--- config.mk ---
export PLATFORM = sky130hd
export DESIGN_NAME = supply_reset_seq
export DESIGN_NICKNAME = d
export VERILOG_FILES = /design/src/rtl/rsq_pkg.sv /design/src/rtl/rsq_sync.sv /design/src/rtl/rsq_stretch.sv /design/src/rtl/rsq_power_flags.sv /design/src/rtl/rsq_ce_gate.sv /design/src/rtl/supply_reset_seq.sv
export SDC_FILE = /design/constraint.sdc
export NUM_CORES = 1
export LEC_CHECK = 0
export ABC_AREA = 1
export BUFFER_PORTS_ARGS = -buffer_cell sky130_fd_sc_hd__buf_2
export CAP_MARGIN = 20
export CORE_MARGIN = 4
export CORE_UTILIZATION = 40
export DETAILED_ROUTE_END_ITERATION = 8
export GPL_TIMING_DRIVEN = 0
export PLACE_DENSITY = 0.67
export SLEW_MARGIN = 25
export SYNTH_ARGS = -nofsm -noshare
export SYNTH_HDL_FRONTEND = slang
export SYNTH_SLANG_ARGS = --single-unit
--- constraint.sdc ---
create_clock -name clk -period 2.9 [get_ports clk]
set_input_delay 0.145 -clock clk [delete_from_list [all_inputs] [get_ports clk]]
set_output_delay 0.145 -clock clk [all_outputs]
set_load 0.05 [all_outputs]
--- src/rtl/rsq_pkg.sv ---
package rsq_pkg;
  typedef enum logic [1:0] {
    GATE_OPEN  = 2'd0,
    GATE_GRACE = 2'd1,
    GATE_SHUT  = 2'd2
  } gate_state_e;

  localparam int unsigned MON_BITS = 5;
  localparam int unsigned B_LOW    = 4;
  localparam int unsigned B_WARN   = 3;
  localparam int unsigned B_ABOVE  = 2;
  localparam int unsigned B_MR     = 1;
  localparam int unsigned B_CS     = 0;
  // Safe values on logic reset: supply low, warning on, no battery, no request.
  localparam logic [MON_BITS-1:0] MON_SAFE = 5'b11011;
endpackage

--- src/rtl/rsq_sync.sv ---
module rsq_sync #(
  parameter int unsigned WIDTH  = 1,
  parameter int unsigned STAGES = 2,
  parameter logic [WIDTH-1:0] RST_VAL = '0
) (
  input  logic             clk,
  input  logic             rst_n,
  input  logic [WIDTH-1:0] d,
  output logic [WIDTH-1:0] q
);
  logic [STAGES-1:0][WIDTH-1:0] stg;

  generate
    if (STAGES == 1) begin : g_single
      always_ff @(posedge clk or negedge rst_n) begin
        if (!rst_n) stg[0] <= RST_VAL;
        else        stg[0] <= d;
      end
    end else begin : g_chain
      always_ff @(posedge clk or negedge rst_n) begin
        if (!rst_n) stg <= {STAGES{RST_VAL}};
        else        stg <= {stg[STAGES-2:0], d};
      end
    end
  endgenerate

  assign q = stg[STAGES-1];
endmodule

--- src/rtl/rsq_stretch.sv ---
module rsq_stretch #(
  parameter int unsigned STRETCH_CYC = 50_000_000
) (
  input  logic clk,
  input  logic rst_n,
  input  logic cause,
  output logic rst_active,
  output logic rst_set,
  output logic release_p
);
  localparam int unsigned CW = (STRETCH_CYC < 2) ? 1 : $clog2(STRETCH_CYC);
  localparam logic [CW-1:0] LAST = CW'(STRETCH_CYC - 1);

  logic [CW-1:0] cnt;

  assign rst_set   = cause & ~rst_active;
  assign release_p = rst_active & ~cause & (cnt == LAST);

  always_ff @(posedge clk or negedge rst_n) begin
    if (!rst_n) begin
      rst_active <= 1'b1;
      cnt        <= '0;
    end else if (cause) begin
      rst_active <= 1'b1;
      cnt        <= '0;
    end else if (rst_active) begin
      if (cnt == LAST) begin
        rst_active <= 1'b0;
        cnt        <= '0;
      end else begin
        cnt <= cnt + 1'b1;
      end
    end
  end

  p_restart_r3: assert property (@(posedge clk) disable iff (!rst_n)
    cause |=> (rst_active && cnt == '0));
  p_cnt_bound_r3: assert property (@(posedge clk) disable iff (!rst_n)
    rst_active |-> (cnt <= LAST));
  p_quiet_release_r2: assert property (@(posedge clk) disable iff (!rst_n)
    $fell(rst_active) |-> !$past(cause));
endmodule

--- src/rtl/rsq_power_flags.sv ---
module rsq_power_flags (
  input  logic clk,
  input  logic rst_n,
  input  logic warn_s,
  input  logic low_s,
  input  logic above_s,
  output logic lowline_n,
  output logic batt_on
);
  always_ff @(posedge clk or negedge rst_n) begin
    if (!rst_n) begin
      lowline_n <= 1'b0;
      batt_on   <= 1'b0;
    end else begin
      lowline_n <= ~warn_s;
      if (low_s && above_s)        batt_on <= 1'b1;
      else if (!low_s && !above_s) batt_on <= 1'b0;
    end
  end

  p_lowline_r4: assert property (@(posedge clk) disable iff (!rst_n)
    warn_s |=> !lowline_n);
  p_batt_set_r5: assert property (@(posedge clk) disable iff (!rst_n)
    (low_s && above_s) |=> batt_on);
  p_batt_clear_r6: assert property (@(posedge clk) disable iff (!rst_n)
    (!low_s && !above_s) |=> !batt_on);
  p_batt_hold_r6: assert property (@(posedge clk) disable iff (!rst_n)
    (low_s ^ above_s) |=> $stable(batt_on));
endmodule

--- src/rtl/rsq_ce_gate.sv ---
module rsq_ce_gate
  import rsq_pkg::*;
#(
  parameter int unsigned GRACE_CYC = 3750
) (
  input  logic clk,
  input  logic rst_n,
  input  logic rst_set,
  input  logic release_p,
  input  logic cs_s_n,
  input  logic cs_in_n,
  output logic cs_out_n,
  output logic in_grace
);
  localparam int unsigned GW = (GRACE_CYC < 2) ? 1 : $clog2(GRACE_CYC);
  localparam logic [GW-1:0] GLAST = GW'(GRACE_CYC - 1);

  gate_state_e   state;
  logic [GW-1:0] gcnt;
  logic          pass;

  assign in_grace = (state == GATE_GRACE);
  assign pass     = (state == GATE_OPEN) | in_grace;
  assign cs_out_n = cs_in_n | ~pass;

  always_ff @(posedge clk or negedge rst_n) begin
    if (!rst_n) begin
      state <= GATE_SHUT;
      gcnt  <= '0;
    end else begin
      unique case (state)
        GATE_OPEN: begin
          gcnt <= '0;
          if (rst_set) state <= cs_s_n ? GATE_SHUT : GATE_GRACE;
        end
        GATE_GRACE: begin
          if (release_p) begin
            state <= GATE_OPEN;
            gcnt  <= '0;
          end else if (cs_s_n || gcnt == GLAST) begin
            state <= GATE_SHUT;
            gcnt  <= '0;
          end else begin
            gcnt <= gcnt + 1'b1;
          end
        end
        default: begin
          gcnt <= '0;
          if (release_p) state <= GATE_OPEN;
        end
      endcase
    end
  end

  p_grace_bound_r8: assert property (@(posedge clk) disable iff (!rst_n)
    in_grace |-> (gcnt <= GLAST));
  p_open_on_release_r11: assert property (@(posedge clk) disable iff (!rst_n)
    release_p |=> (state == GATE_OPEN));
  p_shut_stays_r10: assert property (@(posedge clk) disable iff (!rst_n)
    (state == GATE_SHUT && !release_p) |=> (state == GATE_SHUT));
endmodule

--- src/rtl/supply_reset_seq.sv ---
module supply_reset_seq
  import rsq_pkg::*;
#(
  parameter int unsigned SYNC_STAGES = 2,
  parameter int unsigned STRETCH_CYC = 50_000_000,
  parameter int unsigned GRACE_CYC   = 3750
) (
  input  logic clk,
  input  logic rst_n,
  input  logic supply_low,
  input  logic supply_warn,
  input  logic batt_above,
  input  logic man_rst_n,
  input  logic cs_in_n,
  output logic reset_n,
  output logic lowline_n,
  output logic batt_on,
  output logic cs_out_n
);
  logic [MON_BITS-1:0] mon_raw, mon_s;
  logic cause_s, rst_active, rst_set, release_p, in_grace;

  assign mon_raw[B_LOW]   = supply_low;
  assign mon_raw[B_WARN]  = supply_warn;
  assign mon_raw[B_ABOVE] = batt_above;
  assign mon_raw[B_MR]    = man_rst_n;
  assign mon_raw[B_CS]    = cs_in_n;

  rsq_sync #(.WIDTH(MON_BITS), .STAGES(SYNC_STAGES), .RST_VAL(MON_SAFE)) u_sync (
    .clk(clk), .rst_n(rst_n), .d(mon_raw), .q(mon_s)
  );

  assign cause_s = mon_s[B_LOW] | ~mon_s[B_MR];

  rsq_stretch #(.STRETCH_CYC(STRETCH_CYC)) u_stretch (
    .clk(clk), .rst_n(rst_n), .cause(cause_s),
    .rst_active(rst_active), .rst_set(rst_set), .release_p(release_p)
  );

  rsq_power_flags u_flags (
    .clk(clk), .rst_n(rst_n),
    .warn_s(mon_s[B_WARN]), .low_s(mon_s[B_LOW]), .above_s(mon_s[B_ABOVE]),
    .lowline_n(lowline_n), .batt_on(batt_on)
  );

  rsq_ce_gate #(.GRACE_CYC(GRACE_CYC)) u_gate (
    .clk(clk), .rst_n(rst_n), .rst_set(rst_set), .release_p(release_p),
    .cs_s_n(mon_s[B_CS]), .cs_in_n(cs_in_n),
    .cs_out_n(cs_out_n), .in_grace(in_grace)
  );

  assign reset_n = ~rst_active;

  p_reset_on_cause_r1: assert property (@(posedge clk) disable iff (!rst_n)
    cause_s |=> !reset_n);
  p_release_clean_r2: assert property (@(posedge clk) disable iff (!rst_n)
    $rose(reset_n) |-> !$past(cause_s));
  p_cs_gated_r7: assert property (@(posedge clk) disable iff (!rst_n)
    !cs_out_n |-> (reset_n || in_grace));
  p_cs_follows_r11: assert property (@(posedge clk) disable iff (!rst_n)
    reset_n |-> (cs_out_n == cs_in_n));
endmodule

# After elaboration in Yosys (flattened, before gate mapping)
# Index checks and enable logic that the tools add are counted.
dict set report word_totals {
  ff_bits 53
  output_inout_bits 4
  wordCells 53
}
dict set report op_classes {
  addsub 2
  n_eq_ne 5
  muxes 17
  bitwise_logic 11
  reduce_logical 10
}
# cell count
set op_table {}
lappend op_table {{two-way mux 26 bit} 3}
lappend op_table {{two-way mux 12 bit} 3}
lappend op_table {{adder 26 x 1 -> 26 bit (second input constant)} 1}
lappend op_table {{== test 26 bit (second input constant)} 1}
lappend op_table {{adder 12 x 1 -> 12 bit (second input constant)} 1}
lappend op_table {{== test 12 bit (second input constant)} 1}
lappend op_table {{two-way mux 2 bit} 5}
lappend op_table {{two-way mux 1 bit} 5}
lappend op_table {{NOT 1 bit} 5}
lappend op_table {{case mux 2 bit (2 select lines)} 1}
lappend op_table {{nonzero test 2 bit} 2}
lappend op_table {{AND 1 bit} 3}
lappend op_table {{inequality test 3 bit (second input constant)} 1}
lappend op_table {{bitwise OR 1 bit} 3}
lappend op_table {{AND reduction 3 bit} 1}
lappend op_table {{nonzero test 3 bit} 1}
lappend op_table {{== test 2 x 1 -> 1 bit (second input constant)} 1}
lappend op_table {{logical AND 1 bit} 2}
lappend op_table {{zero test 1 bit} 2}
lappend op_table {{zero test 2 bit} 1}
lappend op_table {{inequality test 2 bit (second input constant)} 1}
lappend op_table {{logical OR 1 bit} 1}

# Longest topological paths before layout
dict set report logic_depth {
  word_depth 7
  ltp_mapped 11
  mapped_depth_nobuf 11
}

# Hierarchy
# A second synthesis with hierarchy kept.
dict set report unflattened {
  cells_unflattened 358
  hier_area_um2 2859.0
}
# module n_inst cells_per_inst area_each_um2 seq_area_each_um2
set modules_own_cells {}
lappend modules_own_cells {rsq_stretch 1 226 1671.6 676.9}
lappend modules_own_cells {rsq_ce_gate 1 106 797.0 351.6}
lappend modules_own_cells {rsq_sync 1 15 297.8 260.2}
lappend modules_own_cells {rsq_power_flags 1 8 81.3 50.0}
lappend modules_own_cells {supply_reset_seq 1 3 11.3 0.0}

# Worst setup path after synthesis
# Ideal clock, no wire load.
dict set report synth_timing {
  path_kind {register to register}
  from {register u_stretch.rst_active}
  to {register u_gate.state[0]}
  setup_time_ns 0.065
  t_arrival_ns 1.463
  t_required_ns 2.835
  path_slack_ns 1.372
  stages_incl_launch_ff 8
  path_buffers 1
  synth_period_minus_slack_ns 1.528
  cell_sequence {dfstp_2 > inv_1 > nor2_1 > nand3_4 > nand3_4 > buf_8 > nand3_1 > nand2_1}
}
dict set report synth_between {
  elab_chain_cells 4
  word_cells_on_any_way 10
  classes_between {eq/ne (2); mux (2); bitwise (4); reduce/logical (2)}
}
# element line_no
set synth_rtl {}
lappend synth_rtl {{start: declaration} rsq_stretch.sv:7} ;# output logic rst_active,
lappend synth_rtl {{start signal: assignment} rsq_stretch.sv:21} ;# rst_active <= 1'b1;
lappend synth_rtl {{start signal: assignment} rsq_stretch.sv:24} ;# rst_active <= 1'b1;
lappend synth_rtl {{start signal: assignment} rsq_stretch.sv:28} ;# rst_active <= 1'b0;
lappend synth_rtl {{NOT 1 bit} -}
lappend synth_rtl {{via reset_n} supply_reset_seq.sv:15} ;# output logic reset_n,
lappend synth_rtl {{AND 1 bit} rsq_stretch.sv:16} ;# assign rst_set = cause & ~rst_active;
lappend synth_rtl {{inequality test 2 bit (no source line)} -}
lappend synth_rtl {{AND reduction 3 bit (no source line)} -}
lappend synth_rtl {{end signal: assignment} rsq_ce_gate.sv:34} ;# if (rst_set) state <= cs_s_n ? GATE_SHUT : GATE_GRACE;
lappend synth_rtl {{end: declaration} rsq_ce_gate.sv:18} ;# gate_state_e state;
# The timed path passes the listed nets, and every way through them passes these cells.
# A chain may end at the register's enable or synchronous reset.

# Final worst setup path
dict set report layout_timing {
  from {register u_stretch.cnt[0]}
  to {register u_stretch.cnt[18]}
}
dict set report layout_between {
  elab_chain_cells 4
  word_cells_on_any_way 5
  classes_between {add/sub (1); eq/ne (1); mux (3)}
}
# element line_no
set layout_rtl {}
lappend layout_rtl {{start: declaration} rsq_stretch.sv:14} ;# logic [CW-1:0] cnt;
lappend layout_rtl {{start signal: assignment} rsq_stretch.sv:31} ;# cnt <= cnt + 1'b1;
lappend layout_rtl {{adder 26 x 1 -> 26 bit or == test 26 bit (tied branches)} {rsq_stretch.sv:31, rsq_stretch.sv:27}}
lappend layout_rtl {{two-way mux 26 bit (*)} rsq_stretch.sv:27} ;# if (cnt == LAST) begin
lappend layout_rtl {{two-way mux 26 bit (*)} rsq_stretch.sv:26} ;# end else if (rst_active) begin
lappend layout_rtl {{two-way mux 26 bit (*)} rsq_stretch.sv:23} ;# end else if (cause) begin
# Mark *: on every way between the ends. The rest lies on a longest branch, timed or not. The select of a mux whose other input is x is not followed.

==> out/metrics.cfg <==
[drt]
drt-met1-wl_mm = 2.57
wl_per_cell_um = 11.6
firstDrtPassIters = 4
route.met3.wl_um = 113
drt_iter0_drc = 95
top_layer_used = met4
drc = 0
vias_per_cell = 4.76
routed_wl_mm = 5.58
vias = 2293
met2WireLength_mm = 2.84
antenna_left = 0

[setup_path]
crit_fanout = 10
critical_path.max_stage_delay_ns = 0.39
cp_common_cell = nor2_4
crit_arrival_ns = 1.94
cp_slowest_cell = dfrtp_1
path_delay_family = simple AND/OR/NAND/NOR gates
cp.depth = 11
r2r_cells = 11
crit_path_end_kind = flop
critical_path_class = flop to flop
startpoint_type = flop
path_cells = ha_1, nand2_1, nor2_4, nand2_1, nor2_4, nand2_2, nand2_2, nor2_4, buf_6, nand3_1, o21ai_1
crit_buf_inv = 1
cp.required_ns = 3.14

[power_and_ir_drop]
power_per_cell_area_mw_per_mm2 = 403
ir_drop_v = 0.000332
power_leakage_nw = 1.45

[placed_design]
gp_congestion = 0.857
dp_hpwl_mm = 4.06
io_buffers = 10

[sta]
setup_viol = 0
min_period_ns = 1.71
fmax_mhz = 586
hold_viol = 0
slew_headroom_pct = 56.1
rsz0062_at_grt = false
fin_crit_sh_pct = 58.8
slew_violations = 0
fin_skew_ns = 0.0113
tightest_slew_ns = 0.658
setup_tns_ns = 0

[cells_and_area]
regArea_sq_mm = 0.00134
final_common_cell = nand2_1
syn_to_final_growth_pct = 10.8
multi_input_area_sq_mm = 0.00141
layout.nets = 393
diodes = 0
fin_util_pct = 45.7
drive_gt1_share_pct = 22.5
nFillCells = 724
mostFrequentLayoutCells = nand2_1, inv_1, dfrtp_1, nor2_1, nand3_1

[global_routing]
grt_max_degree = 54
grt_pass1_vias = 2291
antenna_found_initial = 0
grtUsageTotal_pct = 14.0
grt_pass1_wl_mm = 10.0
grt_overflow = 0

[clocking]
clockBufferDepth = 2
cts_sinks = 53
clk_latency_ns = 0.31
cts_buffers = 5
cts_tree = yes
cts_resized = 0
root_buffer = clkbuf_8
h-tree-depth = 2
path_clk_slew_ns = 0.10

[synthesis]
syn_nets = 370
syn_area_sq_mm = 0.00299
ys_seq_area_share_pct = 44.8
synth.largest_area_cell = dfrtp_1
synth_area_leaders = dfrtp_1, nand2_1, dfstp_2
synth_area_per_cell_sq_um = 8.32
ys_ff_latch = 53
syn_inst = 359
synth_top_area_share_pct = 36.0
yosysUniqueCellTypes = 37
synth_warnings = 0

[floorplanning]
die_h_um = 94.4
die_width_um = 94.4
rows = 31
die_area_sq_mm = 0.00892
start_util_pct = 41.2
core_sq_mm = 0.00725
io-pin-count = 11

[min_path]
hold_depth = 0
min_path_type = flop to flop

[status]
outcome = finished, final reports clean

[job]
cap_violations = 0

[metal layers]
layer,GRT usage (%),vias to the layer above
li1,-,1179
met1,17.9,1083
met2,24.3,27
met3,1.91,4
met4,4.69,0
met5,0,-
[per-stage QoR]
stage | setup WS, ns | cells | instance area (sq um) | hold slack, ns | power, mW
after global placement | 1.23 | 468 | 3160 | 0.250 | 0.917
after floorplan | 1.37 | 359 | 2990 | -0.151 | 0.881
after global routing | 1.06 | 482 | 3310 | 0.357 | 1.40
after detailed placement | 1.18 | 468 | 3160 | 0.228 | 0.924
final | 1.19 | 482 | 3310 | 0.347 | 1.33
after CTS | 1.17 | 482 | 3310 | 0.352 | 1.36
[logic make-up (layout without fill, tap and decap cells)]
kind of cell    after synthesis  after routing  synth area share (%)
compound gates               30             30                  5.53
xor+xnor                      7              7                  2.05
fa+ha+maj                     4              4                  1.68
buf+inv                      54             78                  8.00
flops                        53             53                  44.8
mux                           1              1                 0.377
simple gates                210            210                  37.6
[layout make-up]
cell class / count / area share, %
multi-input cells: 252 / 42.6
inverters: 49 / 5.63
clock inverters: 2 / 0.453
clock buffers: 6 / 2.19
flip-flops and latches: 53 / 40.4
repair buffers: 16 / 3.40
plain buffers: 5 / 1.59
well taps: 99 / 3.74
[state kept, by name, summed over array words and instances (netlist names)]
register / count
u_gate.state: 2
u_stretch.cnt: 26
u_flags.lowline_n: 1
u_sync.stg: 5
u_stretch.rst_active: 1
u_gate.gcnt: 12
u_flags.batt_on: 1
u_sync.q: 5
[synth_stat cells]
library cell  number
o31ai_1            2
nand3_4            2
nor2_4             8
nand2_4            1
ha_1               4
nand3_2           13
o211ai_2           1
nor2_8             1
nor3_4             1
o211ai_1           1
nor2_1            32
inv_2              4
buf_8              1
nand3_1           24
inv_4              1
nand2_1           91
nand2_2           11
mux2_2             1
or2_4              1
nor4_1             1
nor3_2             2
o21ai_1           14
nor2_2             4
or2_2              4
nor3b_1            4
buf_6              3
nand4_1            2
a21oi_1            4
and2_1             1
dfrtp_1           43
nor3_1             7
inv_1             44
clkbuf_1           1
dfstp_2           10
xor2_1             5
o21ai_0            8
xnor2_1            2
[final timing paths]
| kind | startpoint | to | slack, ns |
|---|---|---|---|
| setup / recovery | u_stretch.cnt[0]$_DFFE_PN0P_ | u_stretch.cnt[18]$_DFFE_PN0P_ | 1.19 |
| hold / removal | u_sync.stg[3]$_DFF_PN1_ | u_sync.q[3]$_DFF_PN1_ | 0.35 |
| setup reg to reg | u_stretch.cnt[0]$_DFFE_PN0P_ | u_stretch.cnt[18]$_DFFE_PN0P_ | 1.19 |
| hold reg to reg | u_sync.stg[3]$_DFF_PN1_ | u_sync.q[3]$_DFF_PN1_ | 0.35 |
| max in group asynchronous | rst_n | u_stretch.cnt[5]$_DFFE_PN0P_ | 2.05 |
| min in group asynchronous | rst_n | u_stretch.cnt[14]$_DFFE_PN0P_ | 0.40 |
[what timing repair did]
action | in CTS | in global routing
hold buffers | 6 | 0
endpoints found under the hold margin | 48 | 0
buffers inserted | 0 | 0
[report_power, final]
group,internal [mW],leakage (nW),switching [mW]
logic,0.0427,0.717,0.0828
registers,0.770,0.697,0.0184
clock network,0.171,0.0374,0.248
Power figures use the tool's default switching activity.
